===== src/rtl/crt_timing_pkg.sv =====
// Shared constants and the decoded timing configuration for the CRT raster
// timer. The register indices are kept because software decodes them.
package crt_timing_pkg;

    localparam int HC_W  = 10;  // character counter width (max total 516)
    localparam int VC_W  = 13;  // line counter width (max total 4097)
    localparam int HSE_W = 5;   // truncated horizontal sync-end field
    localparam int VSE_W = 4;   // truncated vertical sync-end field

    localparam logic [7:0] IX_HTOT   = 8'h00;
    localparam logic [7:0] IX_HDE    = 8'h01;
    localparam logic [7:0] IX_HSS    = 8'h04;
    localparam logic [7:0] IX_HSE    = 8'h05;
    localparam logic [7:0] IX_VTOT   = 8'h06;
    localparam logic [7:0] IX_VSS    = 8'h10;
    localparam logic [7:0] IX_VSE    = 8'h11;
    localparam logic [7:0] IX_VDE    = 8'h12;
    localparam logic [7:0] IX_VTOT_X = 8'h30;
    localparam logic [7:0] IX_VDE_X  = 8'h31;
    localparam logic [7:0] IX_VSS_X  = 8'h32;
    localparam logic [7:0] IX_HTOT_X = 8'h38;

    // Raw (still biased) register contents.
    typedef struct packed {
        logic [8:0]       htot_m5;
        logic [7:0]       hde_m1;
        logic [7:0]       hss;
        logic [HSE_W-1:0] hse;
        logic [11:0]      vtot_m2;
        logic [11:0]      vss_m1;
        logic [VSE_W-1:0] vse_m1;
        logic [11:0]      vde_m1;
        logic             hneg;
        logic             vneg;
    } crt_cfg_t;

    // 640x480: 100 chars/line, 525 lines, both syncs active low.
    localparam crt_cfg_t CFG_RESET = '{
        htot_m5: 9'd95,  hde_m1: 8'd79,  hss: 8'd82,     hse: 5'd30,
        vtot_m2: 12'd523, vss_m1: 12'd489, vse_m1: 4'd11, vde_m1: 12'd479,
        hneg: 1'b1, vneg: 1'b1
    };

endpackage


===== src/rtl/crt_reg_bank.sv =====
// Timing register bank. Captures index/data writes into the biased fields
// and polarity writes into two flags. Assumes one write per cycle; an index
// that is not decoded leaves every field unchanged.
module crt_reg_bank
    import crt_timing_pkg::*;
(
    input  logic       clk,
    input  logic       rst_n,
    input  logic       reg_wr,
    input  logic [7:0] reg_idx,
    input  logic       misc_wr,
    input  logic [7:0] wr_data,
    output crt_cfg_t   cfg
);

    logic idx_known;

    // Flag whether the write index selects a stored field.
    always_comb begin
        unique case (reg_idx)
            IX_HTOT, IX_HDE, IX_HSS, IX_HSE, IX_VTOT, IX_VSS, IX_VSE,
            IX_VDE, IX_VTOT_X, IX_VDE_X, IX_VSS_X, IX_HTOT_X: idx_known = 1'b1;
            default: idx_known = 1'b0;
        endcase
    end

    // Capture register and polarity writes; restore the default mode on reset.
    always_ff @(posedge clk) begin
        if (!rst_n) begin
            cfg <= CFG_RESET;
        end else begin
            if (reg_wr) begin
                case (reg_idx)
                    IX_HTOT:   cfg.htot_m5[7:0]  <= wr_data;
                    IX_HTOT_X: cfg.htot_m5[8]    <= wr_data[0];
                    IX_HDE:    cfg.hde_m1        <= wr_data;
                    IX_HSS:    cfg.hss           <= wr_data;
                    IX_HSE:    cfg.hse           <= wr_data[HSE_W-1:0];
                    IX_VTOT:   cfg.vtot_m2[7:0]  <= wr_data;
                    IX_VTOT_X: cfg.vtot_m2[11:8] <= wr_data[3:0];
                    IX_VSS:    cfg.vss_m1[7:0]   <= wr_data;
                    IX_VSS_X:  cfg.vss_m1[11:8]  <= wr_data[3:0];
                    IX_VSE:    cfg.vse_m1        <= wr_data[VSE_W-1:0];
                    IX_VDE:    cfg.vde_m1[7:0]   <= wr_data;
                    IX_VDE_X:  cfg.vde_m1[11:8]  <= wr_data[3:0];
                    default:   ;
                endcase
            end
            if (misc_wr) begin
                cfg.hneg <= wr_data[6];
                cfg.vneg <= wr_data[7];
            end
        end
    end


    ignore_idx_chk: assert property (@(posedge clk) disable iff (!rst_n)
        (reg_wr && !idx_known && !misc_wr) |=> $stable(cfg));


    misc_pol_chk: assert property (@(posedge clk) disable iff (!rst_n)
        misc_wr |=> (cfg.hneg == $past(wr_data[6]) && cfg.vneg == $past(wr_data[7])));

endmodule


===== src/rtl/crt_horiz_gen.sv =====
// Horizontal generator: dot-in-character counter, character counter and the
// horizontal sync state. Undoes the -5 and -1 biases. Sync ends on a match of
// the truncated low bits only. Assumes the register fields may change at any
// time; a counter beyond a newly shortened total wraps at the next character.
module crt_horiz_gen
    import crt_timing_pkg::*;
#(
    parameter int DOT_BITS = 3
) (
    input  logic             clk,
    input  logic             rst_n,
    input  logic [8:0]       htot_m5,
    input  logic [7:0]       hde_m1,
    input  logic [7:0]       hss,
    input  logic [HSE_W-1:0] hse,
    output logic [DOT_BITS-1:0] dot,
    output logic [HC_W-1:0]  hc,
    output logic             hs_on,
    output logic             h_disp,
    output logic             line_end
);

    logic [HC_W-1:0] htot_last;
    logic [HC_W-1:0] hc_nxt;
    logic            dot_last;

    // Last character index of the line and the next character value.
    always_comb begin
        htot_last = HC_W'(htot_m5) + HC_W'(4);
        dot_last  = &dot;
        hc_nxt    = (hc >= htot_last) ? '0 : hc + 1'b1;
        line_end  = dot_last && (hc >= htot_last);
        h_disp    = (hc <= HC_W'(hde_m1));
    end

    // Advance dot and character counters; set and clear the sync state.
    always_ff @(posedge clk) begin
        if (!rst_n) begin
            dot   <= '0;
            hc    <= '0;
            hs_on <= 1'b0;
        end else begin
            dot <= dot + 1'b1;
            if (dot_last) begin
                hc <= hc_nxt;
                if (hc_nxt == HC_W'(hss))
                    hs_on <= 1'b1;
                else if (hc_nxt[HSE_W-1:0] == hse)
                    hs_on <= 1'b0;
            end
        end
    end


    hs_rise_chk: assert property (@(posedge clk) disable iff (!rst_n)
        $rose(hs_on) |-> (hc == HC_W'($past(hss)) && dot == '0));


    hs_fall_chk: assert property (@(posedge clk) disable iff (!rst_n)
        $fell(hs_on) |-> (hc[HSE_W-1:0] == $past(hse) && dot == '0));


    hwrap_chk: assert property (@(posedge clk) disable iff (!rst_n)
        line_end |=> (hc == '0 && dot == '0));

endmodule


===== src/rtl/crt_vert_gen.sv =====
// Vertical generator: line counter and vertical sync state. Advances once per
// horizontal total. Undoes the -2 and -1 biases. Sync ends when the low
// nibble of the line equals the stored field plus one.
module crt_vert_gen
    import crt_timing_pkg::*;
(
    input  logic             clk,
    input  logic             rst_n,
    input  logic             line_end,
    input  logic [11:0]      vtot_m2,
    input  logic [11:0]      vss_m1,
    input  logic [VSE_W-1:0] vse_m1,
    input  logic [11:0]      vde_m1,
    output logic [VC_W-1:0]  vc,
    output logic             vs_on,
    output logic             v_disp
);

    logic [VC_W-1:0]  vtot_last;
    logic [VC_W-1:0]  vs_first;
    logic [VSE_W-1:0] vs_stop;
    logic [VC_W-1:0]  vc_nxt;

    // Remove the biases and compute the next line value.
    always_comb begin
        vtot_last = VC_W'(vtot_m2) + VC_W'(1);
        vs_first  = VC_W'(vss_m1) + VC_W'(1);
        vs_stop   = vse_m1 + 1'b1;
        vc_nxt    = (vc >= vtot_last) ? '0 : vc + 1'b1;
        v_disp    = (vc <= VC_W'(vde_m1));
    end

    // Step the line counter at line end; set and clear the sync state.
    always_ff @(posedge clk) begin
        if (!rst_n) begin
            vc    <= '0;
            vs_on <= 1'b0;
        end else if (line_end) begin
            vc <= vc_nxt;
            if (vc_nxt == vs_first)
                vs_on <= 1'b1;
            else if (vc_nxt[VSE_W-1:0] == vs_stop)
                vs_on <= 1'b0;
        end
    end


    vstep_chk: assert property (@(posedge clk) disable iff (!rst_n)
        !$stable(vc) |-> $past(line_end));


    vs_rise_chk: assert property (@(posedge clk) disable iff (!rst_n)
        $rose(vs_on) |-> (vc == VC_W'($past(vss_m1)) + VC_W'(1)));

endmodule


===== src/rtl/crt_raster_timer.sv =====
// Top of the CRT raster timer. Joins the register bank with the horizontal
// and vertical generators and applies the sync polarity. Assumes a
// free-running pixel clock; the outputs follow the counters directly.
module crt_raster_timer
    import crt_timing_pkg::*;
#(
    parameter int DOT_BITS = 3
) (
    input  logic                      clk,
    input  logic                      rst_n,
    input  logic                      reg_wr,
    input  logic [7:0]                reg_idx,
    input  logic                      misc_wr,
    input  logic [7:0]                wr_data,
    output logic                      hsync,
    output logic                      vsync,
    output logic                      disp_en,
    output logic [HC_W+DOT_BITS-1:0]  pix_x,
    output logic [VC_W-1:0]           line_y
);

    crt_cfg_t            cfg;
    logic [DOT_BITS-1:0] dot;
    logic [HC_W-1:0]     hc;
    logic                hs_on, vs_on, h_disp, v_disp, line_end;
    logic [VC_W-1:0]     vc;

    crt_reg_bank u_regs (
        .clk(clk), .rst_n(rst_n), .reg_wr(reg_wr), .reg_idx(reg_idx),
        .misc_wr(misc_wr), .wr_data(wr_data), .cfg(cfg)
    );

    crt_horiz_gen #(.DOT_BITS(DOT_BITS)) u_horiz (
        .clk(clk), .rst_n(rst_n), .htot_m5(cfg.htot_m5), .hde_m1(cfg.hde_m1),
        .hss(cfg.hss), .hse(cfg.hse), .dot(dot), .hc(hc), .hs_on(hs_on),
        .h_disp(h_disp), .line_end(line_end)
    );

    crt_vert_gen u_vert (
        .clk(clk), .rst_n(rst_n), .line_end(line_end), .vtot_m2(cfg.vtot_m2),
        .vss_m1(cfg.vss_m1), .vse_m1(cfg.vse_m1), .vde_m1(cfg.vde_m1),
        .vc(vc), .vs_on(vs_on), .v_disp(v_disp)
    );

    // Drive the outputs: polarity-adjusted syncs, combined enable, positions.
    always_comb begin
        hsync   = hs_on ^ cfg.hneg;
        vsync   = vs_on ^ cfg.vneg;
        disp_en = h_disp & v_disp;
        pix_x   = {hc, dot};
        line_y  = vc;
    end


    de_line_chk: assert property (@(posedge clk) disable iff (!rst_n)
        disp_en |-> (line_y <= VC_W'(cfg.vde_m1)));

endmodule


===== config.mk =====
export PLATFORM = sky130hd
export DESIGN_NAME = crt_raster_timer
export DESIGN_NICKNAME = d
export VERILOG_FILES = /design/src/rtl/crt_timing_pkg.sv /design/src/rtl/crt_reg_bank.sv /design/src/rtl/crt_horiz_gen.sv /design/src/rtl/crt_vert_gen.sv /design/src/rtl/crt_raster_timer.sv
export SDC_FILE = /design/constraint.sdc
export NUM_CORES = 1
export LEC_CHECK = 0
export BUFFER_PORTS_ARGS = -buffer_cell sky130_fd_sc_hd__clkbuf_2
export CORE_MARGIN = 10
export CORE_UTILIZATION = 66
export DETAILED_ROUTE_END_ITERATION = 16
export PLACE_DENSITY = 0.93
export SLEW_MARGIN = 20
export SYNTH_ARGS = -nofsm -noshare
export SYNTH_HDL_FRONTEND = slang
export SYNTH_SLANG_ARGS = --single-unit

===== constraint.sdc =====
create_clock -name clk -period 6.7 [get_ports clk]
set_clock_uncertainty 0.15 [all_clocks]
set_input_delay 1.34 -clock clk [delete_from_list [all_inputs] [get_ports clk]]
set_output_delay 1.34 -clock clk [all_outputs]
set_load 0.02 [all_outputs]

==> summary.txt <==
Setup path
  • Type of origin of the critical path: register
  • Critical-path cell list: ha_1 -> nor2b_1 -> o21a_1 -> o21a_1 -> o21ai_0 -> nand2b_1 -> a21oi_1 -> o31ai_1 -> a2111oi_0 -> clkbuf_2
  • WS Path Type: reg2out
  • Worst path buffer plus inverter count: 1
  • Max stage delay cell, worst path: a2111oi_0
  • CP Data Required Time: roughly 5.2 ns
  • Most used cell, CP: o21a_1
  • CP Max Fanout: 8
  • Crit. End Element: output port
  • Largest stage delay on the critical path: 0.93 ns
  • Critical path data arrival time: between 3 and 4 ns
  • Cell family with most CP delay: compound AO/OA/AOI/OAI gates

Route
  • # DRC: 0
  • Post-Route WL: between 15 and 20 mm
  • DR pass1 iterations: 7
  • Routed Antenna Nets: 0
  • Via count: 5843
  • DR iter-0 viols: roughly 580
  • Vias per cell: ~6.3
  • DR WL/cell: about 19 um

Run
  • Max Cap Viol: 0

Clocking
  • Setup Buffers After CTS: 0
  • Worst-path clk slew: ~0.11 ns
  • CTS resizes: 0
  • Clock sink count: 100
  • Cts hold-fix bufs: 0
  • CTS max path bufs: 2
  • Total CTS buffers: 9
  • CTS root buf: clkbuf_8
  • CTS tree: done
  • Clock Latency Late Sink: ~0.38 ns
  • Htree depth: 3

Cells and area
  • Fin nets: approximately 860
  • Antenna diode count: 0
  • Layout area overhead: 7.72%
  • Proportion of layout cells with a drive suffix above 1: 0.0954

STA
  • Final Setup Violations: 0
  • Fin. Hold Viols: 0
  • Tcrit/Tclk final: 0.745
  • Fmax: 200 MHz
  • Slew Viols, Final: 0
  • Minimum clock period: 4.99 ns
  • Slew headroom: 0.301
  • Tightest Pin Transition: just over 1 ns
  • Slack of the critical path: 1.71 ns
  • TNS Setup: 0 ns
  • RSZ-0062 raised after global routing: false

Yosys
  • FF+latch count, synth: 100
  • Yosys top cell by area: dfxtp_1
  • Ys async rst share: 0
  • Syn Nets: between 800 and 900
  • Register area share after synthesis: 0.314
  • EDFF count, synth: 0
  • Cell area after synthesis: between 6000 and 7000 um^2
  • Ys Warns: 0
  • Syn Inst Count: 764
  • Main synth FF type: dfxtp_1
  • Post-Syn Area per Cell: between 8 and 9 um^2
  • Most common cell in the netlist: dfxtp_1
  • Top post-synthesis cells by count: dfxtp_1 (100), nand2_1 (90), mux2i_1 (59), ha_1 (51), nor2b_1 (48)
  • Synth top area share: 0.314
  • Synth top area cells: dfxtp_1 (31%), ha_1 (10%), mux2i_1 (9.3%)
  • Synth cell types: 57

Floorplanning
  • Die width: between 100 and 150 um
  • Die Ht: 118 um
  • Row count: 35
  • I/O Pins: 49
  • Core footprint: 9330 um^2
  • Initial core utilization: 0.683
  • Die area: about 14000 um^2

Placed design
  • Post-DP HPWL: ~13 mm
  • Routability cong.: roughly 0.96
  • # port buffers: 48
  • Setup slack at placement: about 2.4 ns

GRT
  • Antenna violations before repair: 0
  • First-pass GRT wire length: around 28 mm
  • Vias in the first global route: slightly below 6000
  • Grt ovf: 0
  • GRT Total Usage: 0.239
  • Largest net degree at the start of global routing: about 100

Power
  • Maximum vdd ir drop: around 96 uV
  • Total chip power: roughly 1000 uW
  • Power per Cell Area: between 150 and 200 nW/um^2
  • Leakage: around 0.0027 uW

Min path
  • Hold/Removal Path Class: reg2reg

Outcome
  • Status: finished clean
## area by class of cell
class | count | area, um^2
clock buffer | 9 | 124
clock inverter | 7 | 67.6
fill | 674 | 2470
inverter | 31 | 116
multi-input combinational | 599 | 4130
sequential | 100 | 2000
tap | 129 | 161
timing repair buffer | 51 | 263
## kinds of logic (layout without fill, tap and decap cells)
group / after synthesis / count (layout) / synth area share
muxes: 59 / 59 / 0.0927
AOI/OAI and AO/OA: 133 / 133 / 0.136
xor gates and xnor gates: 60 / 60 / 0.0825
buffers and inverters: 65 / 98 / 0.0387
DFF: 100 / 100 / 0.314
and+or+nand+nor: 296 / 296 / 0.235
adders and majority gates: 51 / 51 / 0.100
## cells in the final DEF, fill, tap and decap left out, drive strengths merged, types with 7 or more instances in the layout
cell type and count:
a21boi 8, a21oi 23, a31oi 8, and2 9
and3 11, clkbuf 57, dfxtp 100, ha 51
inv 34, mux2i 59, nand2 90, nand2b 7
nand3 41, nand4 7, nor2 45, nor2b 48
nor3 15, o211ai 15, o21a 11, o21ai 36
xnor2 35, xor2 25
## metrics by stage
stage / utilization / instances / hold WS [ns] / area, um^2
3_3_place_gp: 0.715 / 910 / 0.309 / 6670
4_1_cts: 0.736 / 926 / 0.352 / 6860
3_5_place_dp: 0.715 / 910 / 0.326 / 6670
2_1_floorplan: - / 764 / 0.295 / 6370
6_report: 0.736 / 926 / 0.352 / 6860
5_1_grt: 0.736 / 926 / 0.381 / 6860
## worst min-delay path: stages (launching register included)
cell and delay (ns):
dfxtp_1 0.34, mux2i_1 0.07, nand2_1 0.06
## routing by layer
metal	vias up	wire length, um	GRT usage
li1	2737	-	-
met1	2735	6900	0.276
met2	309	8310	0.412
met3	62	1440	0.0466
met4	0	668	0.118
met5	-	0	0
## sequential cells by signal, summed over array words and instances, names as in the netlist
signal	cells
u_horiz.dot	3
u_horiz.hc	10
u_horiz.hs_on	1
u_regs.cfg	72
u_vert.vc	13
u_vert.vs_on	1
## power breakdown
part           internal (uW)  switching (uW)  total, uW
Sequential               597            2.68        600
Clock                    145             242        387
Combinational           15.7            33.1       48.8
## final timing paths
path	start	to	slack [ns]	depth (start not counted)
worst max-delay path	u_vert.vc[1]	disp_en	1.71	10
worst min-delay path	u_regs.cfg[55]	u_regs.cfg[55]	0.35	2
worst max register to register	u_regs.cfg[65]	u_vert.vs_on	2.65	13
worst min register to register	u_regs.cfg[55]	u_regs.cfg[55]	0.35	2
Power figures use the tool's default switching activity.
